<file path="src/rtl/wdt_pkg.sv">
package wdt_pkg;

    typedef enum logic {
        PWR_AWAKE  = 1'b0,
        PWR_ASLEEP = 1'b1
    } pwr_state_e;

    typedef enum logic [1:0] {
        CMD_NONE  = 2'd0,
        CMD_CLEAR = 2'd1,
        CMD_SLEEP = 2'd2
    } wdt_cmd_e;

    typedef struct packed {
        logic to;
        logic pd;
    } wdt_status_t;

    typedef struct packed {
        logic rst_req;
        logic wake;
    } wdt_event_t;

    localparam wdt_status_t ST_POWER_ON = '{to: 1'b1, pd: 1'b1};
    localparam wdt_status_t ST_CLEARED  = '{to: 1'b1, pd: 1'b1};
    localparam wdt_status_t ST_SLEEPING = '{to: 1'b1, pd: 1'b0};
    localparam wdt_event_t  EV_NONE     = '{rst_req: 1'b0, wake: 1'b0};

    // Power-down wins over restart when both strobes arrive together.
    function automatic wdt_cmd_e decode_cmd(input logic clr, input logic slp);
        if (slp)      return CMD_SLEEP;
        else if (clr) return CMD_CLEAR;
        else          return CMD_NONE;
    endfunction

    // A time-out clears the time-out bit and keeps the power-down bit.
    function automatic wdt_status_t after_timeout(input wdt_status_t s);
        wdt_status_t r;
        r    = s;
        r.to = 1'b0;
        return r;
    endfunction

endpackage

</file>
<file path="src/rtl/wdt_prescaler.sv">
module wdt_prescaler #(
    parameter int SEL_W = 3,
    localparam int PRE_W = (1 << SEL_W) - 1
) (
    input  logic             clk,
    input  logic             rst,
    input  logic             clr_i,
    input  logic             tick_i,
    input  logic [SEL_W-1:0] sel_i,
    output logic             strobe_o
);
    logic [PRE_W-1:0] cnt_q;
    logic [PRE_W-1:0] mask;

    // Bit i takes part in the divide when the exponent is above i.
    for (genvar i = 0; i < PRE_W; i++) begin : g_mask
        assign mask[i] = (int'(sel_i) > i);
    end

    assign strobe_o = tick_i && !clr_i && ((cnt_q & mask) == mask);

    always_ff @(posedge clk) begin
        if (rst || clr_i) begin
            cnt_q <= '0;
        end else if (tick_i) begin
            cnt_q <= cnt_q + PRE_W'(1);
        end
    end


    presc_restart_chk: assert property (@(posedge clk) disable iff (rst)
        clr_i |=> (!strobe_o || sel_i == '0));

endmodule

</file>
<file path="src/rtl/wdt_counter.sv">
module wdt_counter #(
    parameter int CNT_W = 8
) (
    input  logic clk,
    input  logic rst,
    input  logic clr_i,
    input  logic step_i,
    output logic ovf_o
);
    logic [CNT_W-1:0] cnt_q;

    assign ovf_o = step_i && !clr_i && (&cnt_q);

    always_ff @(posedge clk) begin
        if (rst || clr_i) begin
            cnt_q <= '0;
        end else if (step_i) begin
            cnt_q <= cnt_q + CNT_W'(1);
        end
    end


    cnt_wrap_chk: assert property (@(posedge clk) disable iff (rst)
        ovf_o |=> (cnt_q == '0));

endmodule

</file>
<file path="src/rtl/wdt_power_ctl.sv">
module wdt_power_ctl
    import wdt_pkg::*;
(
    input  logic        clk,
    input  logic        rst,
    input  logic        clrwdt_i,
    input  logic        sleep_i,
    input  logic        ovf_i,
    output logic        chain_clr_o,
    output wdt_status_t status_o,
    output wdt_event_t  event_o,
    output logic        asleep_o
);
    pwr_state_e  state_q, state_d;
    wdt_status_t status_q, status_d;
    wdt_event_t  event_q, event_d;
    wdt_cmd_e    cmd;

    always_comb begin
        cmd = (state_q == PWR_ASLEEP) ? CMD_NONE : decode_cmd(clrwdt_i, sleep_i);
    end

    assign chain_clr_o = (cmd != CMD_NONE);

    always_comb begin
        state_d  = state_q;
        status_d = status_q;
        event_d  = EV_NONE;
        case (cmd)
            CMD_SLEEP: begin
                status_d = ST_SLEEPING;
                state_d  = PWR_ASLEEP;
            end
            CMD_CLEAR: begin
                status_d = ST_CLEARED;
            end
            default: begin
                if (ovf_i) begin
                    status_d = after_timeout(status_q);
                    if (state_q == PWR_ASLEEP) begin
                        event_d.wake = 1'b1;
                        state_d      = PWR_AWAKE;
                    end else begin
                        event_d.rst_req = 1'b1;
                    end
                end
            end
        endcase
    end

    always_ff @(posedge clk) begin
        if (rst) begin
            state_q  <= PWR_AWAKE;
            status_q <= ST_POWER_ON;
            event_q  <= EV_NONE;
        end else begin
            state_q  <= state_d;
            status_q <= status_d;
            event_q  <= event_d;
        end
    end

    assign status_o = status_q;
    assign event_o  = event_q;
    assign asleep_o = (state_q == PWR_ASLEEP);


    rst_pulse_width_chk: assert property (@(posedge clk) disable iff (rst)
        event_q.rst_req |=> !event_q.rst_req);


    rst_clears_to_chk: assert property (@(posedge clk) disable iff (rst)
        event_q.rst_req |-> !status_q.to);


    wake_releases_osc_chk: assert property (@(posedge clk) disable iff (rst)
        event_q.wake |-> ($past(state_q) == PWR_ASLEEP) && (state_q == PWR_AWAKE) && !status_q.to);


    sleep_pd_low_chk: assert property (@(posedge clk) disable iff (rst)
        (state_q == PWR_ASLEEP) |-> !status_q.pd);


    no_dual_event_chk: assert property (@(posedge clk) disable iff (rst)
        !(event_q.wake && event_q.rst_req));


    asleep_pd_hold_chk: assert property (@(posedge clk) disable iff (rst)
        ((state_q == PWR_ASLEEP) && $past(state_q) == PWR_ASLEEP) |-> $stable(status_q.pd));

endmodule

</file>
<file path="src/rtl/wdt_sleep_ctrl.sv">
module wdt_sleep_ctrl
    import wdt_pkg::*;
#(
    parameter int SEL_W = 3,
    parameter int CNT_W = 8
) (
    input  logic             clk,
    input  logic             rst,
    input  logic             tick_i,
    input  logic [SEL_W-1:0] presc_sel_i,
    input  logic             clrwdt_i,
    input  logic             sleep_i,
    output logic             status_to_o,
    output logic             status_pd_o,
    output logic             wdt_reset_o,
    output logic             wake_o,
    output logic             osc_stop_o
);
    logic        chain_clr;
    logic        presc_strobe;
    logic        cnt_ovf;
    wdt_status_t status;
    wdt_event_t  events;
    logic        asleep;

    wdt_prescaler #(.SEL_W(SEL_W)) u_presc (
        .clk      (clk),
        .rst      (rst),
        .clr_i    (chain_clr),
        .tick_i   (tick_i),
        .sel_i    (presc_sel_i),
        .strobe_o (presc_strobe)
    );

    wdt_counter #(.CNT_W(CNT_W)) u_cnt (
        .clk    (clk),
        .rst    (rst),
        .clr_i  (chain_clr),
        .step_i (presc_strobe),
        .ovf_o  (cnt_ovf)
    );

    wdt_power_ctl u_pwr (
        .clk         (clk),
        .rst         (rst),
        .clrwdt_i    (clrwdt_i),
        .sleep_i     (sleep_i),
        .ovf_i       (cnt_ovf),
        .chain_clr_o (chain_clr),
        .status_o    (status),
        .event_o     (events),
        .asleep_o    (asleep)
    );

    assign status_to_o = status.to;
    assign status_pd_o = status.pd;
    assign wdt_reset_o = events.rst_req;
    assign wake_o      = events.wake;
    assign osc_stop_o  = asleep;


    dual_cmd_sleeps_chk: assert property (@(posedge clk) disable iff (rst)
        (clrwdt_i && sleep_i && !osc_stop_o) |=> (osc_stop_o && !status_pd_o));

endmodule

</file>
<file path="config.mk">
export PLATFORM = sky130hd
export DESIGN_NAME = wdt_sleep_ctrl
export DESIGN_NICKNAME = d
export VERILOG_FILES = /design/src/rtl/wdt_pkg.sv /design/src/rtl/wdt_prescaler.sv /design/src/rtl/wdt_counter.sv /design/src/rtl/wdt_power_ctl.sv /design/src/rtl/wdt_sleep_ctrl.sv
export SDC_FILE = /design/constraint.sdc
export NUM_CORES = 1
export LEC_CHECK = 0
export BUFFER_PORTS_ARGS = -buffer_cell sky130_fd_sc_hd__buf_4
export CORE_MARGIN = 2
export CORE_UTILIZATION = 58
export CTS_CLUSTER_SIZE = 40
export DETAILED_ROUTE_END_ITERATION = 8
export GPL_TIMING_DRIVEN = 1
export PLACE_DENSITY = 0.8
export SLEW_MARGIN = 25
export SYNTH_ARGS = -nofsm -noshare
export SYNTH_HDL_FRONTEND = slang
export SYNTH_HIERARCHICAL = 1
export SYNTH_SLANG_ARGS = --single-unit
</file>
<file path="constraint.sdc">
create_clock -name clk -period 3.65 [get_ports clk]
set_input_delay 0.1825 -clock clk [delete_from_list [all_inputs] [get_ports clk]]
set_output_delay 0.1825 -clock clk [all_outputs]
set_load 0.01 [all_outputs]
</file>
==> impl_metrics.yaml <==
run_status:
  status: "finished clean"
floorplan:
  fp.dieW_um: 44.6
  rows: 14
  die_area_um2: 1990
  ios: 13
  coreArea_um2: 1520
  die_h_um: 44.6
  initial_utilization_pct: 62.8
drt:
  routed_wl_mm: 1.78
  first_pass_iters: 4
  routed-via-count: 768
  ant_nets: 0
  drt-wirelength-per-cell_um: 13.0
  post-route-drc-count: 0
  viasPerCell: 5.61
  drtIter0Drc: 22
global_routing:
  overflow: 0
  track_usage_pct: 20.4
  grt_max_degree: 11
  grt_pass1_vias: 696
  grt_pass1_wl_mm: 2.92
  antenna_found_initial: 0
placed_design:
  dp_hpwl_mm: 1.33
  dp_cells: 134
  portBuffers: 12
  place_congestion: 0.821
clocking:
  clock_path_buffers: 2
  cts.reportedPaths.clkPinSlew_ps: 110
  clock-sinks: 20
  cts_resized: 0
  cts_max_level: 1
  cts_root_buf: "clkbuf_4"
  cts_buffers: 3
  insertion_delay_ps: 300
  holdBufCountCts: 0
  cts_tree: "done"
  post_cts_buffers: 0
timing:
  maxSlewHeadroom_pct: 79.0
  period_needed_ps: 2350
  fmax_ghz: 0.426
  hold_viol: 0
  setup_tns_ps: 0
  final-setup-viol-count: 0
  period_share_pct: 64.3
  slew_viol_final: 0
  clock_skew_ps: 2.43
  max_slew.worst_pin.slew_ps: 312
  rsz0062_at_grt: "false"
layout:
  final_util_pct: 70.5
  layout.nets: 137
  syn2layout_area_growth_pct: 12.3
  fin_cells: 137
  drive_above_1_share_pct: 17.4
  fillers: 119
  antennaDiodeCount: 0
pwr:
  leakage_nw: 0.439
  pwr_density_cell_nw_per_um2: 352
  irDropWorstVdd_v: 0.000323
yosys:
  synthTopCellsByCount: "dfxtp_1, nor2_1, o21ai_0"
  synth_top_area_share_pct: 41.8
  ys_top_cells_by_area: "dfxtp_1, ha_1, xor2_1, o21ai_0, nor2_1"
  yosysSeqAreaShare_pct: 41.8
  synth_ff_type: "dfxtp_1"
  async_flop_share_pct: 0
  ys_ff_latch: 20
  syn_nets: 123
  synth_most_common_cell: "dfxtp_1"
  synth_edf_count: 0
  yosys_warnings: 6
  avgSynthCellArea_um2: 8.78
  syn_area_um2: 957
  yosysTopAreaCell: "dfxtp_1"
  synth_cell_types: 27
  synth_cells: 109
flow_run:
  max-cap-violations: 0
worst_hold_path:
  hold_path_class: "in2reg"
critical_path:
  endpoint_kind: "register"
  critPathKind: "reg2reg"
  path_max_fanout: 6
  critPathLaunchType: "register"
  critPathArrivalTime_ps: 2540
  required_ps: 3850
logic make-up (layout without fill, tap and decap cells):
| kind of cell | Yosys count | in the layout | synth area share, % |
|---|---|---|---|
| muxes | 2 | 2 | 2.09 |
| AOI/OAI and AO/OA | 18 | 18 | 10.5 |
| and+or+nand+nor | 44 | 44 | 24.8 |
| DFF | 20 | 20 | 41.8 |
| buffers and inverters | 10 | 22 | 4.71 |
| adders and majority gates | 6 | 6 | 7.84 |
| xor gates and xnor gates | 9 | 9 | 8.24 |
registers in the layout (all words and copies together) (netlist names):
register / count
u_pwr/asleep_o: 1
u_pwr/status_o: 2
u_cnt/cnt_q: 8
u_presc/cnt_q: 7
u_pwr/event_o: 2
cell usage in the layout, fill, tap and decap left out:
cell type	netlist	final
a211o_1	1	1
a21o_1	1	1
a21oi_1	6	6
a221oi_1	1	1
and3_2	1	1
buf_4	2	13
clkbuf_4	0	3
dfxtp_1	20	20
ha_1	6	6
inv_1	6	6
mux2i_1	2	2
nand2_1	8	8
nand2b_1	2	2
nand3_1	3	3
nand3b_1	1	1
nand4_1	4	4
nand4_2	2	2
nor2_1	12	12
nor2b_1	1	1
nor3_1	1	1
nor4_1	2	2
nor4b_1	1	1
o21ai_0	9	9
or2_2	2	2
or3_1	4	4
xnor2_1	2	2
xor2_1	7	7
power breakdown:
| group | switching, mW | total [mW] | internal (mW) |
|---|---|---|---|
| logic | 0.0238 | 0.0458 | 0.0220 |
| registers | 0.00474 | 0.228 | 0.223 |
| clock network | 0.0661 | 0.105 | 0.0385 |
| total | 0.0947 | 0.378 | 0.284 |
final cells by class:
type / instances / area, um^2 / share of cell area, %
sequential: 20 / 400 / 37.3
multi-input combinational: 79 / 512 / 47.6
tap: 16 / 20.0 / 1.86
timing repair buffer: 13 / 97.6 / 9.08
inverter: 6 / 22.5 / 2.10
clock buffer: 3 / 22.5 / 2.10
layer usage:
metal	wire length (um)	global-route usage [%]	vias to the layer above
met5	0	0	-
met4	35	7.27	0
met3	80	7.76	4
met2	898	35.4	17
met1	761	22.6	350
li1	-	-	397
metrics by stage:
stage	power [mW]	cell area, um^2	worst slack (ps)	hold slack [ps]
floorplan	0.260	957	1490	252
global placement	0.276	1050	1400	395
detailed placement	0.279	1050	1330	398
CTS	0.380	1070	1290	73.4
global route	0.392	1070	1040	88.8
finish	0.378	1070	1300	80.3
worst max-delay path: stages (launching register included):
cell	delay [ps]
dfxtp_1	420
nand2b_1	210
ha_1	170
inv_1	50
nand3b_1	150
a221oi_1	220
buf_4	190
nand3_1	100
nor4_1	350
inv_1	130
o21ai_0	170
a21oi_1	80
path summary, 6_finish.rpt:
path	depth (start not counted)	endpoint	start	slack (ps)
hold / removal	2	u_pwr/asleep_o	rst	80
setup / recovery	11	u_pwr/asleep_o	u_pwr/asleep_o	1300
hold reg to reg	2	u_pwr/status_o[1]	u_pwr/status_o[1]	490
setup reg to reg	11	u_pwr/asleep_o	u_pwr/asleep_o	1300
Note: power is estimated with default switching activity, not from simulation.
